## src/rtl/pps_pkg.sv

```systemverilog
`timescale 1ns/1ps
package pps_pkg;
  typedef enum logic [2:0] {
    ST_OFF   = 3'd0,
    ST_PWRUP = 3'd1,
    ST_WLOCK = 3'd2,
    ST_ON    = 3'd3,
    ST_PWRDN = 3'd4
  } seq_state_e;

  typedef enum logic [1:0] {
    ARM_OK     = 2'd0,
    ARM_NOLOCK = 2'd1,
    ARM_ORDER  = 2'd2
  } arm_status_e;

  localparam int unsigned BIT_PDN_SW  = 14;
  localparam int unsigned BIT_LOCKDET = 3;
  localparam int unsigned BIT_EN_SW   = 4;
  localparam int unsigned BIT_SS_SW   = 6;
  localparam int unsigned BIT_SEQ_EN  = 24;
  localparam int unsigned BIT_SS_INC  = 31;
endpackage

```

## src/rtl/pps_fsm.sv

```systemverilog
`timescale 1ns/1ps
module pps_fsm
  import pps_pkg::*;
(
  input  logic       clk,
  input  logic       rst_n,
  input  logic       want_on,
  input  logic       permit,
  input  logic       lock_ok,
  output seq_state_e state,
  output logic       pwr
);
  seq_state_e nxt;

  always_comb begin
    nxt = state;
    case (state)
      ST_OFF:   if (want_on && permit) nxt = ST_PWRUP;
      ST_PWRUP: nxt = permit ? ST_WLOCK : ST_PWRDN;
      ST_WLOCK: if (!permit) nxt = ST_PWRDN;
                else if (lock_ok) nxt = ST_ON;
      ST_ON:    if (!want_on || !permit) nxt = ST_PWRDN;
      ST_PWRDN: nxt = ST_OFF;
      default:  nxt = ST_OFF;
    endcase
  end

  always_ff @(posedge clk) begin
    if (!rst_n) state <= ST_OFF;
    else        state <= nxt;
  end

  assign pwr = (state == ST_PWRUP) || (state == ST_WLOCK) || (state == ST_ON);

  // power-up lasts one cycle before the lock wait or an abort
  p_pwrup_step_r6: assert property (@(posedge clk) disable iff (!rst_n)
    state == ST_PWRUP |=> (state == ST_WLOCK || state == ST_PWRDN));
endmodule

```

## src/rtl/pps_root.sv

```systemverilog
`timescale 1ns/1ps
module pps_root
  import pps_pkg::*;
(
  input  logic       clk,
  input  logic       rst_n,
  input  logic       idle_a,
  input  logic       idle_b,
  input  logic       seq_en,
  input  logic       pdn_sw,
  input  logic       use_lock,
  input  logic       ref_lock,
  output seq_state_e state,
  output logic       ref_pwr,
  output logic       ref_ready
);
  logic want_on;
  logic lock_ok;

  assign want_on = seq_en ? !(idle_a && idle_b) : !pdn_sw;
  assign lock_ok = !use_lock || ref_lock;

  pps_fsm u_fsm (
    .clk     (clk),
    .rst_n   (rst_n),
    .want_on (want_on),
    .permit  (1'b1),
    .lock_ok (lock_ok),
    .state   (state),
    .pwr     (ref_pwr)
  );

  assign ref_ready = (state == ST_ON);

  // with lock detect in use, ready only follows a locked cycle
  p_ready_after_lock_r6: assert property (@(posedge clk) disable iff (!rst_n)
    ($rose(ref_ready) && $past(use_lock)) |-> $past(ref_lock));

  // both downstream idle under hardware control drops the root
  p_root_down_r7: assert property (@(posedge clk) disable iff (!rst_n)
    (seq_en && ref_ready && idle_a && idle_b) |=> !ref_ready);
endmodule

```

## src/rtl/pps_leaf.sv

```systemverilog
`timescale 1ns/1ps
module pps_leaf
  import pps_pkg::*;
#(
  parameter int unsigned N_PORTS = 4
) (
  input  logic               clk,
  input  logic               rst_n,
  input  logic               hw_en,
  input  logic [N_PORTS-1:0] port_lp,
  input  logic               root_ready,
  input  logic               pll_lock,
  output seq_state_e         state,
  output logic               pll_pwr,
  output logic               idle
);
  logic all_lp;
  logic want_on;

  assign all_lp  = &port_lp;
  assign want_on = !(hw_en && all_lp);

  pps_fsm u_fsm (
    .clk     (clk),
    .rst_n   (rst_n),
    .want_on (want_on),
    .permit  (root_ready),
    .lock_ok (pll_lock),
    .state   (state),
    .pwr     (pll_pwr)
  );

  assign idle = (state == ST_OFF) && !want_on;

  // a downstream PLL powers only once the reference is ready
  p_wait_root_r9: assert property (@(posedge clk) disable iff (!rst_n)
    $rose(pll_pwr) |-> $past(root_ready));

  // power drops only for all-idle consumers or lost readiness
  p_drop_cause_r8: assert property (@(posedge clk) disable iff (!rst_n)
    $fell(pll_pwr) |-> ($past(hw_en && all_lp) || !$past(root_ready)));
endmodule

```

## src/rtl/pps_arm.sv

```systemverilog
`timescale 1ns/1ps
module pps_arm
  import pps_pkg::*;
#(
  parameter int unsigned SETTLE_CYC = 200
) (
  input  logic        clk,
  input  logic        rst_n,
  input  logic        arm_req,
  input  logic        ref_lock,
  input  logic        ds_en_a,
  input  logic        ds_en_b,
  output logic        arm_busy,
  output logic        arm_done,
  output arm_status_e arm_status,
  output logic        pdn_sw,
  output logic        use_lock,
  output logic        seq_en,
  output logic [31:0] ctrl_reg,
  output logic [31:0] aux_reg
);
  localparam int unsigned CW = (SETTLE_CYC < 2) ? 1 : $clog2(SETTLE_CYC);
  localparam logic [CW-1:0] LOAD = CW'(SETTLE_CYC - 1);

  typedef enum logic [1:0] {A_IDLE, A_SET1, A_SET2} arm_st_e;
  arm_st_e       st;
  logic [CW-1:0] cnt;
  logic          ss_inc, en_sw, ss_sw;

  always_ff @(posedge clk) begin
    if (!rst_n) begin
      st         <= A_IDLE;
      cnt        <= '0;
      pdn_sw     <= 1'b0;
      use_lock   <= 1'b0;
      ss_inc     <= 1'b0;
      en_sw      <= 1'b1;
      ss_sw      <= 1'b1;
      seq_en     <= 1'b0;
      arm_done   <= 1'b0;
      arm_status <= ARM_OK;
    end else begin
      arm_done <= 1'b0;
      case (st)
        A_IDLE: if (arm_req) begin
          if (seq_en) begin
            arm_done <= 1'b1; arm_status <= ARM_OK;
          end else if (!ref_lock) begin
            arm_done <= 1'b1; arm_status <= ARM_NOLOCK;
          end else if (!(ds_en_a && ds_en_b)) begin
            arm_done <= 1'b1; arm_status <= ARM_ORDER;
          end else begin
            pdn_sw   <= 1'b0;
            use_lock <= 1'b1;
            ss_inc   <= 1'b1;
            en_sw    <= 1'b0;
            ss_sw    <= 1'b0;
            cnt      <= LOAD;
            st       <= A_SET1;
          end
        end
        A_SET1: if (cnt == '0) begin
          seq_en <= 1'b1;
          cnt    <= LOAD;
          st     <= A_SET2;
        end else cnt <= cnt - 1'b1;
        A_SET2: if (cnt == '0) begin
          arm_done   <= 1'b1;
          arm_status <= ARM_OK;
          st         <= A_IDLE;
        end else cnt <= cnt - 1'b1;
        default: st <= A_IDLE;
      endcase
    end
  end

  assign arm_busy = (st != A_IDLE);

  always_comb begin
    ctrl_reg = '0;
    ctrl_reg[BIT_PDN_SW] = pdn_sw;
    aux_reg = '0;
    aux_reg[BIT_LOCKDET] = use_lock;
    aux_reg[BIT_EN_SW]   = en_sw;
    aux_reg[BIT_SS_SW]   = ss_sw;
    aux_reg[BIT_SEQ_EN]  = seq_en;
    aux_reg[BIT_SS_INC]  = ss_inc;
  end

  // already enabled completes at once and leaves the fields alone
  p_already_on_r2: assert property (@(posedge clk) disable iff (!rst_n)
    (arm_req && !arm_busy && seq_en) |=>
      (arm_done && arm_status == ARM_OK && $stable(aux_reg)));

  // unlocked reference refuses the request
  p_refuse_nolock_r3: assert property (@(posedge clk) disable iff (!rst_n)
    (arm_req && !arm_busy && !seq_en && !ref_lock) |=>
      (arm_done && arm_status == ARM_NOLOCK && !arm_busy));

  // enable never rises ahead of both downstream sequencers
  p_order_r4: assert property (@(posedge clk) disable iff (!rst_n)
    $rose(seq_en) |-> (ds_en_a && ds_en_b));

  // enable rises only over a completed setup write
  p_setup_first_r5: assert property (@(posedge clk) disable iff (!rst_n)
    $rose(seq_en) |-> (use_lock && ss_inc && !en_sw && !ss_sw && !pdn_sw));
endmodule

```

## src/rtl/pll_pwr_seq_top.sv

```systemverilog
`timescale 1ns/1ps
module pll_pwr_seq_top
  import pps_pkg::*;
#(
  parameter int unsigned CLK_MHZ   = 200,
  parameter int unsigned SETTLE_NS = 1000,
  parameter int unsigned PORTS_A   = 4,
  parameter int unsigned PORTS_B   = 2
) (
  input  logic               clk,
  input  logic               rst_n,
  input  logic               arm_req,
  output logic               arm_busy,
  output logic               arm_done,
  output logic [1:0]         arm_status,
  input  logic               ds_en_a,
  input  logic               ds_en_b,
  input  logic [PORTS_A-1:0] ports_lp_a,
  input  logic [PORTS_B-1:0] ports_lp_b,
  input  logic               ref_lock,
  output logic               ref_pwr,
  output logic               ref_ready,
  input  logic               pll_lock_a,
  input  logic               pll_lock_b,
  output logic               pll_pwr_a,
  output logic               pll_pwr_b,
  output logic               idle_a,
  output logic               idle_b,
  output logic [31:0]        ctrl_reg,
  output logic [31:0]        aux_reg,
  output logic [2:0]         root_state,
  output logic [2:0]         leaf_state_a,
  output logic [2:0]         leaf_state_b
);
  localparam int unsigned SETTLE_RAW = (CLK_MHZ * SETTLE_NS + 999) / 1000;
  localparam int unsigned SETTLE_CYC = (SETTLE_RAW == 0) ? 1 : SETTLE_RAW;

  arm_status_e status;
  seq_state_e  st_root, st_a, st_b;
  logic        pdn_sw, use_lock, seq_en;

  pps_arm #(.SETTLE_CYC(SETTLE_CYC)) u_arm (
    .clk        (clk),
    .rst_n      (rst_n),
    .arm_req    (arm_req),
    .ref_lock   (ref_lock),
    .ds_en_a    (ds_en_a),
    .ds_en_b    (ds_en_b),
    .arm_busy   (arm_busy),
    .arm_done   (arm_done),
    .arm_status (status),
    .pdn_sw     (pdn_sw),
    .use_lock   (use_lock),
    .seq_en     (seq_en),
    .ctrl_reg   (ctrl_reg),
    .aux_reg    (aux_reg)
  );

  pps_root u_root (
    .clk       (clk),
    .rst_n     (rst_n),
    .idle_a    (idle_a),
    .idle_b    (idle_b),
    .seq_en    (seq_en),
    .pdn_sw    (pdn_sw),
    .use_lock  (use_lock),
    .ref_lock  (ref_lock),
    .state     (st_root),
    .ref_pwr   (ref_pwr),
    .ref_ready (ref_ready)
  );

  pps_leaf #(.N_PORTS(PORTS_A)) u_leaf_a (
    .clk        (clk),
    .rst_n      (rst_n),
    .hw_en      (ds_en_a),
    .port_lp    (ports_lp_a),
    .root_ready (ref_ready),
    .pll_lock   (pll_lock_a),
    .state      (st_a),
    .pll_pwr    (pll_pwr_a),
    .idle       (idle_a)
  );

  pps_leaf #(.N_PORTS(PORTS_B)) u_leaf_b (
    .clk        (clk),
    .rst_n      (rst_n),
    .hw_en      (ds_en_b),
    .port_lp    (ports_lp_b),
    .root_ready (ref_ready),
    .pll_lock   (pll_lock_b),
    .state      (st_b),
    .pll_pwr    (pll_pwr_b),
    .idle       (idle_b)
  );

  assign arm_status   = status;
  assign root_state   = st_root;
  assign leaf_state_a = st_a;
  assign leaf_state_b = st_b;
endmodule

```

## config.mk

```make
export PLATFORM = sky130hd
export DESIGN_NAME = pll_pwr_seq_top
export DESIGN_NICKNAME = d
export VERILOG_FILES = /design/src/rtl/pps_pkg.sv /design/src/rtl/pps_fsm.sv /design/src/rtl/pps_root.sv /design/src/rtl/pps_leaf.sv /design/src/rtl/pps_arm.sv /design/src/rtl/pll_pwr_seq_top.sv
export SDC_FILE = /design/constraint.sdc
export NUM_CORES = 1
export LEC_CHECK = 0
export ABC_CLOCK_PERIOD_IN_PS = 4100
export CAP_MARGIN = 25
export CORE_ASPECT_RATIO = 2
export CORE_MARGIN = 2
export CORE_UTILIZATION = 43
export CTS_CLUSTER_SIZE = 12
export DETAILED_ROUTE_END_ITERATION = 10
export GPL_ROUTABILITY_DRIVEN = 0
export PLACE_DENSITY_LB_ADDON = 0.05
export SYNTH_ARGS = -nofsm -noshare
export SYNTH_HDL_FRONTEND = slang
export SYNTH_SLANG_ARGS = --single-unit
```

## constraint.sdc

```tcl
create_clock -name clk -period 4.1 [get_ports clk]
set_clock_uncertainty 0.2 [all_clocks]
set_input_delay 0.41 -clock clk [delete_from_list [all_inputs] [get_ports clk]]
set_output_delay 0.41 -clock clk [all_outputs]
set_load 0.1 [all_outputs]
```

# Word-level counts from Yosys, hierarchy flattened

Cells that the tools add are included.

Output and inout bits: 83
Input port bits: 14
Word-level logic and storage cells: 121
Register bits: 25

Equal/unequal tests: 28
Reductions and logical operators: 40
$add $sub $neg: 1
Mux-type cells: 41
Bitwise logic cells: 1

Operators by type and width:

| cell                  | number |
|---|---|
| $mux W8               | 6 |
| $mux W3               | 12 |
| $pmux W3 S4           | 3 |
| $pmux W8 S3           | 1 |
| $mux W2               | 10 |
| $ne A2 B2 Y1 const B  | 10 |
| $eq A3 B2 Y1 const B  | 6 |
| $reduce_and A6 Y1     | 2 |
| $eq A3 B1 Y1 const B  | 3 |
| $logic_not A3 Y1      | 3 |
| $logic_or A1 B1 Y1    | 9 |
| $reduce_and A3 Y1     | 3 |
| $logic_and A1 B1 Y1   | 8 |
| $logic_not A8 Y1      | 1 |
| $ne A2 B1 Y1 const B  | 4 |
| $reduce_and A4 Y1     | 2 |
| $sub A8 B1 Y8 const B | 1 |
| $mux W1               | 6 |
| $ne A3 B3 Y1 const B  | 2 |
| $pmux W2 S3           | 1 |
| $logic_not A1 Y1      | 5 |
| $reduce_and A5 Y1     | 1 |
| $ne A4 B3 Y1 const B  | 1 |
| $pmux W2 S2           | 1 |
| other kinds (8)       | 10 |

# Depth between registers and ports, before layout

Gate-level depths: netlist (run 1).

Depth after elaboration: 8
Depth in mapped cells: 8
Mapped depth without buffers: 6

# By module

A second synthesis (run 1) with hierarchy kept.

Cells, all modules: 236
Area total of the unflattened synthesis: 1954.4 um^2

By module, submodules not included:

| module               | times used | cells an instance | area each (um^2) | sequential area each (um^2) |
|---|---|---|---|---|
| pps_arm              | 1          | 178               | 1445.1           | 320.3 |
| pps_fsm              | 3          | 15                | 140.1            | 60.1 |
| pps_leaf at u_leaf_a | 1          | 5                 | 36.3             | 0.0 |
| pps_root             | 1          | 6                 | 30.0             | 0.0 |
| pps_leaf at u_leaf_b | 1          | 2                 | 22.5             | 0.0 |

# Worst setup path before layout (run 1)

Ideal clock, no wire load.

Path kind: register to register
Start point: register u_leaf_b.u_fsm.state[0]
End point: register u_root.u_fsm.state[2]
Data arrival time: 4.316 ns
Slack: -0.505 ns
Setup time: 0.089 ns
Cell stages (with the launch flop): 5
Buffers on the path: 1
Cell sequence: dfxtp_1 -> clkbuf_1 -> nor4_1 -> nand4b_1 -> nor3_1

Word-level cells in the longest chain between the ends: 7
Elaborated cells on any way between the ends: 8
Classes of those cells: eq/ne: 2; mux: 1; reduce/logical: 5

Ends and longest elaborated chain:

| item                          | line                  | source |
|---|---|---|
| from (decl)                   | pps_fsm.sv:10         | `output seq_state_e state,` |
| from (signal assigned)        | pps_fsm.sv:30         | `else state <= nxt;` |
| $logic_not A3 Y1 *            | pps_leaf.sv:33        | `assign idle = (state == ST_OFF) && !want_on;` |
| $logic_and A1 B1 Y1 *         | pps_leaf.sv:33        |  |
| net idle_b                    | pll_pwr_seq_top.sv:28 | `output logic idle_b,` |
| $logic_and A1 B1 Y1 *         | pps_root.sv:20        | `assign want_on = seq_en ? !(idle_a && idle_b) : !pdn_sw;` |
| $logic_not A1 Y1 *            | pps_root.sv:20        |  |
| $mux W1 *                     | pps_root.sv:20        |  |
| $ne A2 B2 Y1 (no line)        | --                    |  |
| $reduce_and A3 Y1 (no line) * | --                    |  |
| to (signal assigned)          | pps_fsm.sv:30         |  |
| to (decl)                     | pps_fsm.sv:10         |  |

Mark *: on every way through the listed nets, which the timed path passes. The rest lies on a longest branch.
A chain may end at the register's enable or synchronous reset.

# Final worst setup path (run 1)

Start point: register u_root.u_fsm.state[1]
End point: output ref_ready

Word-level cells in the longest chain between the ends: 1

Ends and longest elaborated chain:

| item         | line                  | source |
|---|---|---|
| $eq A3 B2 Y1 | pps_root.sv:33        | `assign ref_ready = (state == ST_ON);` |
| to (decl)    | pll_pwr_seq_top.sv:22 | `output logic ref_ready,` |

No other way between the ends.

==> results of run 1 <==
[critical path: stages (launching register included)]
cell and delay [ns]:
dfxtp_1 0.45, nand3b_1 0.29, inv_1 0.17, clkdlybuf4s50_1 1.14
[cell families (layout without fill, tap and decap cells)]
kind of cell / after synthesis / in the layout / share of synthesized area
mux: 1 / 1 / 0.005076
fa+ha+maj: 5 / 5 / 0.03046
other cells: 1 / 59 / 0.001902
compound gates: 49 / 49 / 0.1707
flops: 25 / 25 / 0.2538
xor+xnor: 1 / 1 / 0.004442
simple gates: 84 / 84 / 0.2399
buf+inv: 86 / 56 / 0.2938
[final timing paths]
kind | endpoint | cells past startpoint | start | slack, ns
worst max-delay path | ref_ready | 3 | u_root.u_fsm.state[1] | 1.17
worst min-delay path | u_arm.arm_status[1] | 2 | u_arm.arm_status[1] | 0.29
worst max register to register | u_arm.cnt[7] | 7 | u_arm.cnt[0] | 1.73
worst min register to register | u_arm.arm_status[1] | 2 | u_arm.arm_status[1] | 0.29
[metal layers]
metal | GRT usage | up-vias
li1 | - | 821
met1 | 0.1881 | 776
met5 | 0 | -
met2 | 0.3389 | 78
met4 | 0.09514 | 0
met3 | 0.02232 | 18
[layout make-up]
class | instances | area share
Tap cell | 54 | 0.03130
Sequential cell | 25 | 0.2319
Clock buffer | 4 | 0.02087
Inverter | 13 | 0.02261
Multi-Input combinational cell | 199 | 0.5171
Timing Repair Buffer | 39 | 0.1762
[power breakdown]
group          total, mW  internal [mW]  switching [mW]
sequential         0.301          0.270          0.0302
clock              0.150         0.0697          0.0801
combinational      0.696          0.148           0.548
[synth_stat cells (3+ instances only)]
library cell  number
nor4_1             6
nand2_1           13
o22ai_1            4
clkbuf_1           6
o21ai_0           13
and3_1             6
buf_4             64
dfxtp_1           25
inv_1             13
nand4b_1           4
ha_1               4
nor3_1             9
nand4_1            3
nand3_1            9
nand2b_1           5
o21a_1             5
a21oi_1           10
nor2_1            16
[stage by stage]
| step | cells | hold slack (ns) |
|---|---|---|
| finish | 334 | 0.2923 |
| detailed placement | 330 | 0.2870 |
| floorplan | 310 | 0.2534 |
| CTS | 334 | 0.2998 |
| global placement | 330 | 0.2758 |
| global route | 334 | 0.3308 |
[registers in the layout (all words and copies together) (netlist names)]
name                  count
u_arm.arm_done            1
u_arm.arm_status          2
u_arm.cnt                 8
u_arm.en_sw               1
u_arm.seq_en              1
u_arm.ss_inc              1
u_arm.st                  2
u_leaf_a.u_fsm.state      3
u_leaf_b.u_fsm.state      3
u_root.u_fsm.state        3
==> impl_metrics.toml, run 1 <==
[clock_tree]
cts-root-buf = "clkbuf_8"
cts.path.max_buffers = 2
clk_pin_slew_ns = 0.09
cts_buffers = 3
cts.repair.resized = 0
clkLatencyLatePin_ns = 0.27
postCtsSetupRepairBufs = 0
clock_sinks = 25
ctsHoldBuffers = 0
cts_tree = "built"
htree_levels = 1

[power_and_ir_drop]
power_density_nw_per_um2 = 531.0
cellLeakagePower_nw = 0.8972
ir_worst_vdd_mv = 0.3173
fin_total_pwr_mw = 1.146

[min_path]
hold_path_class = "register to register"

[grt]
grt_pass1_wl_um = 7210
antenna_found_initial = 0
grt.total_usage = 0.1823
grt_pass1_vias = 1533
grt-ovfl-total = 0
grt_start_max_net_pins = 18

[synthesis]
syn_area_um2 = 1972
netlist_instances = 252
synth-seq-cells = 25
synth_area_per_cell_um2 = 7.825
synth_cell_types = 46
synth.top_cells.by_area = "dfxtp_1 25%, buf_4 24%, o21ai_0 3.3%"
ys_seq_area_frac = 0.2538
ys_warn_count = 0
synth_largest_area_cell = "dfxtp_1"
yosys.area.top_type_share = 0.2538
synthArstFlopShare = 0
synth_ff_type = "dfxtp_1"
synth-edff-count = 0

[finish]
ff_latch_area_um2 = 500.5
final_common_cell = "conb_1"
final_layout_size_suffix_gt1_frac = 0.03929
synthToLayoutAreaGrowth_pct = 9.454
nFillCells = 432
antenna_cells = 0
multi_input_area_um2 = 1116
final_cell_mix = "59 x conb_1, 35 x clkdlybuf4s50_1, 25 x dfxtp_1, 16 x nor2_1"
post-route-util = 0.4926
num-nets-final = 299
fin_area_um2 = 2158

[route]
drtIter0Drc = 35
dr_wl_met2_um = 2520
routed.top_layer = "met4"
avgRoutedWirePerCell_um = 13.70
drt-pass1-iter-count = 4
wl_met1_um = 1629
dr_total_vias = 1693
antenna_left = 0
vias_per_cell = 5.069
drt_wl_total_um = 4577
drc = 0
wl_met3_um = 259

[sta]
setup_violations = 0
rsz0062_at_grt = "no"
hold_viol = 0
layout_setup_ws_ns = 1.167
timing.final.crit_share = 0.7155
final.setup.tns_ns = 0
final-max-slew-violation-count = 0
layout_min_cycle_time_ns = 2.933
worstMarginPinSlew_ns = 1.023
relSlewSlack = 0.3118
fmax_mhz = 340.9

[die]
die-area_um2 = 5177
fp.coreArea_um2 = 4382
dieWidth_um = 51.89
start_util = 0.4500
rows = 34
die_y_um = 99.77
pin_count = 97

[run]
drv_cap = 0

[status]
status = "finished clean"

[critical_path]
critical_path_class = "register to output port"
setup.worst_path.end_class = "output port"
crit_fanout = 7
cp.arrival_ns = 2.32
crit_required_ns = 3.49
start_kind = "register"

[place]
port_buffers = 37
dp_hpwl_um = 3672
placed_area_um2 = 2113
dp_slack_ns = 1.444
Power figures use the tool's default switching activity.
==> inputs of run 2 (changes only) <==
--- a/config.mk
+++ b/config.mk
@@ -5,11 +5,11 @@
 export SDC_FILE = /design/constraint.sdc
 export NUM_CORES = 1
 export LEC_CHECK = 0
-export ABC_CLOCK_PERIOD_IN_PS = 4100
+export ABC_CLOCK_PERIOD_IN_PS = 2490
 export CAP_MARGIN = 25
 export CORE_ASPECT_RATIO = 2
 export CORE_MARGIN = 2
-export CORE_UTILIZATION = 43
+export CORE_UTILIZATION = 37
 export CTS_CLUSTER_SIZE = 12
 export DETAILED_ROUTE_END_ITERATION = 10
 export GPL_ROUTABILITY_DRIVEN = 0
==> constraint.sdc (replaced) <==
create_clock -name clk -period 2.49 [get_ports clk]
set_clock_uncertainty 0.2 [all_clocks]
set_input_delay 0.249 -clock clk [delete_from_list [all_inputs] [get_ports clk]]
set_output_delay 0.249 -clock clk [all_outputs]
set_load 0.1 [all_outputs]
==> run 2 against run 1 <==
First-iteration DRC count up 11%. Non-clock buffer count up 9. Core utilization down 5.8 points. Register-to-register slack worse by 1.5 ns. Sequential power up 65%. Design area up 3.4%. Flip-flop and latch count unchanged. Highest routed layer unchanged. Sequential share of layout area down 0.59 points. Wire length up 8.0%. Worst setup slack worse by 0.92 ns. Clock power up 61%. Via count up 2.4%.
==> impl_metrics.toml, run 2 (synthesized netlist as in run 1, its figures left out) <==
[clock_tree]
clkLatencyLatePin_ns = 0.27
cts_tree = "built"
clk_pin_slew_ns = 0.09
clock_sinks = 25
cts-root-buf = "clkbuf_8"
cts.path.max_buffers = 2
htree_levels = 1
cts_buffers = 3
ctsHoldBuffers = 0

[place]
port_buffers = 37
dp_hpwl_um = 3931
placed_area_um2 = 2181
dp_slack_ns = 0.1783

[finish]
post-route-util = 0.4341
regMostFlops = "u_arm.cnt"
final_common_cell = "conb_1"
ff_latch_area_um2 = 504.2
multi_input_area_um2 = 1142
num-nets-final = 308
synthToLayoutAreaGrowth_pct = 13.13
fin_area_um2 = 2231
final_cell_mix = "59 x conb_1, 33 x buf_4, 22 x dfxtp_1"
antenna_cells = 0
final_layout_size_suffix_gt1_frac = 0.1696
nFillCells = 534
largest_reg_flops = 8

[critical_path]
setup.worst_path.end_class = "register"
crit_fanout = 9
r2r_end = "u_arm.cnt[7]"
crit_required_ns = 2.48
r2r_setup_slack_ns = 0.25
worstReg2RegStart = "u_arm.cnt[0]"
cp.arrival_ns = 2.23
startpoint = "u_arm.cnt[0]"
critical_path_class = "register to register"
start_kind = "register"
ff2ff_path_depth = 6

[sta]
hold_viol = 0
final.setup.tns_ns = 0
fmax_mhz = 446.2
setup_violations = 0
timing.final.crit_share = 0.9000
layout_setup_ws_ns = 0.2490
worstMarginPinSlew_ns = 0.4926
rsz0062_at_grt = "no"
final-max-slew-violation-count = 0
relSlewSlack = 0.6698
layout_min_cycle_time_ns = 2.241
hold_slack_ns = 0.2880

[min_path]
hold_depth = 2
min_to = "u_arm.arm_status[1]"
hold_path_class = "register to register"
min-delay-start = "u_arm.arm_status[1]"

[power_and_ir_drop]
power_density_nw_per_um2 = 873.4
ir_worst_vdd_mv = 0.4216
cellLeakagePower_nw = 0.9817

[route]
drtIter0Drc = 39
drt_wl_total_um = 4944
avgRoutedWirePerCell_um = 14.25
drc = 0
antenna_left = 0
vias_per_cell = 4.997
drt-pass1-iter-count = 4
dr_total_vias = 1734

[die]
rows = 37
start_util = 0.3837
die_y_um = 107.2
pin_count = 97
dieWidth_um = 55.62
fp.coreArea_um2 = 5139
die-area_um2 = 5965

[status]
status = "finished clean"

[grt]
antenna_found_initial = 0
grt_start_max_net_pins = 17
grt.total_usage = 0.1660
grt_pass1_wl_um = 7721
grt-ovfl-total = 0
grt_pass1_vias = 1615

[run]
drv_cap = 0
==> run 2: changes by cell type in the layout (fill, tap and decap cells not counted), sizes merged <==
cell           before  now
clkdlybuf4s50      35   13
buf                 4   35
==> run 2: layout make-up <==
| cell class | instances | share of cell area |
|---|---|---|
| multi-input combinational | 199 | 0.5121 |
| tap | 58 | 0.03253 |
| timing repair buffer | 48 | 0.1873 |
| inverter | 13 | 0.02187 |
| clock buffer | 4 | 0.02019 |
| sequential | 25 | 0.2260 |
==> run 2: repair_timing <==
action / in CTS / in global routing
gates resized for setup: 0 / 1
setup buffers: 0 / 0
setup endpoints to repair: 0 / 2
==> run 2: where the power goes <==
| part | internal, mW | total, mW | switching, mW |
|---|---|---|---|
| clock network | 0.114 | 0.241 | 0.126 |
| logic | 0.289 | 1.21 | 0.921 |
| registers | 0.446 | 0.498 | 0.0518 |
==> run 2: stage by stage <==
step                      cells  power (mW)
final                       347       1.948
after floorplan             310       1.541
after global placement      343       1.717
after detailed placement    343       1.707
after global routing        347       2.058
after CTS                   347       1.958
==> run 2: worst max-delay path by stage <==
stage | to | cells past startpoint
after floorplan | u_root.u_fsm.state[2] | 3
final | u_arm.cnt[7] | 6
after CTS | u_arm.cnt[3] | 5
after global placement | u_arm.cnt[0] | 5
after global routing | u_arm.cnt[7] | 6
after detailed placement | u_arm.cnt[3] | 5
==> run 2: worst max-delay path, stage by stage (launching register included) <==
cell	delay [ns]
dfxtp_1	0.40
inv_1	0.06
ha_1	0.23
nor3b_1	0.16
and3_1	0.28
or3_1	0.51
a221oi_2	0.32
==> run 2: layer usage <==
metal	wire, µm	global-route usage
met5	0	0
met4	131	0.08537
met3	247	0.02171
met2	2824	0.3342
met1	1742	0.1552
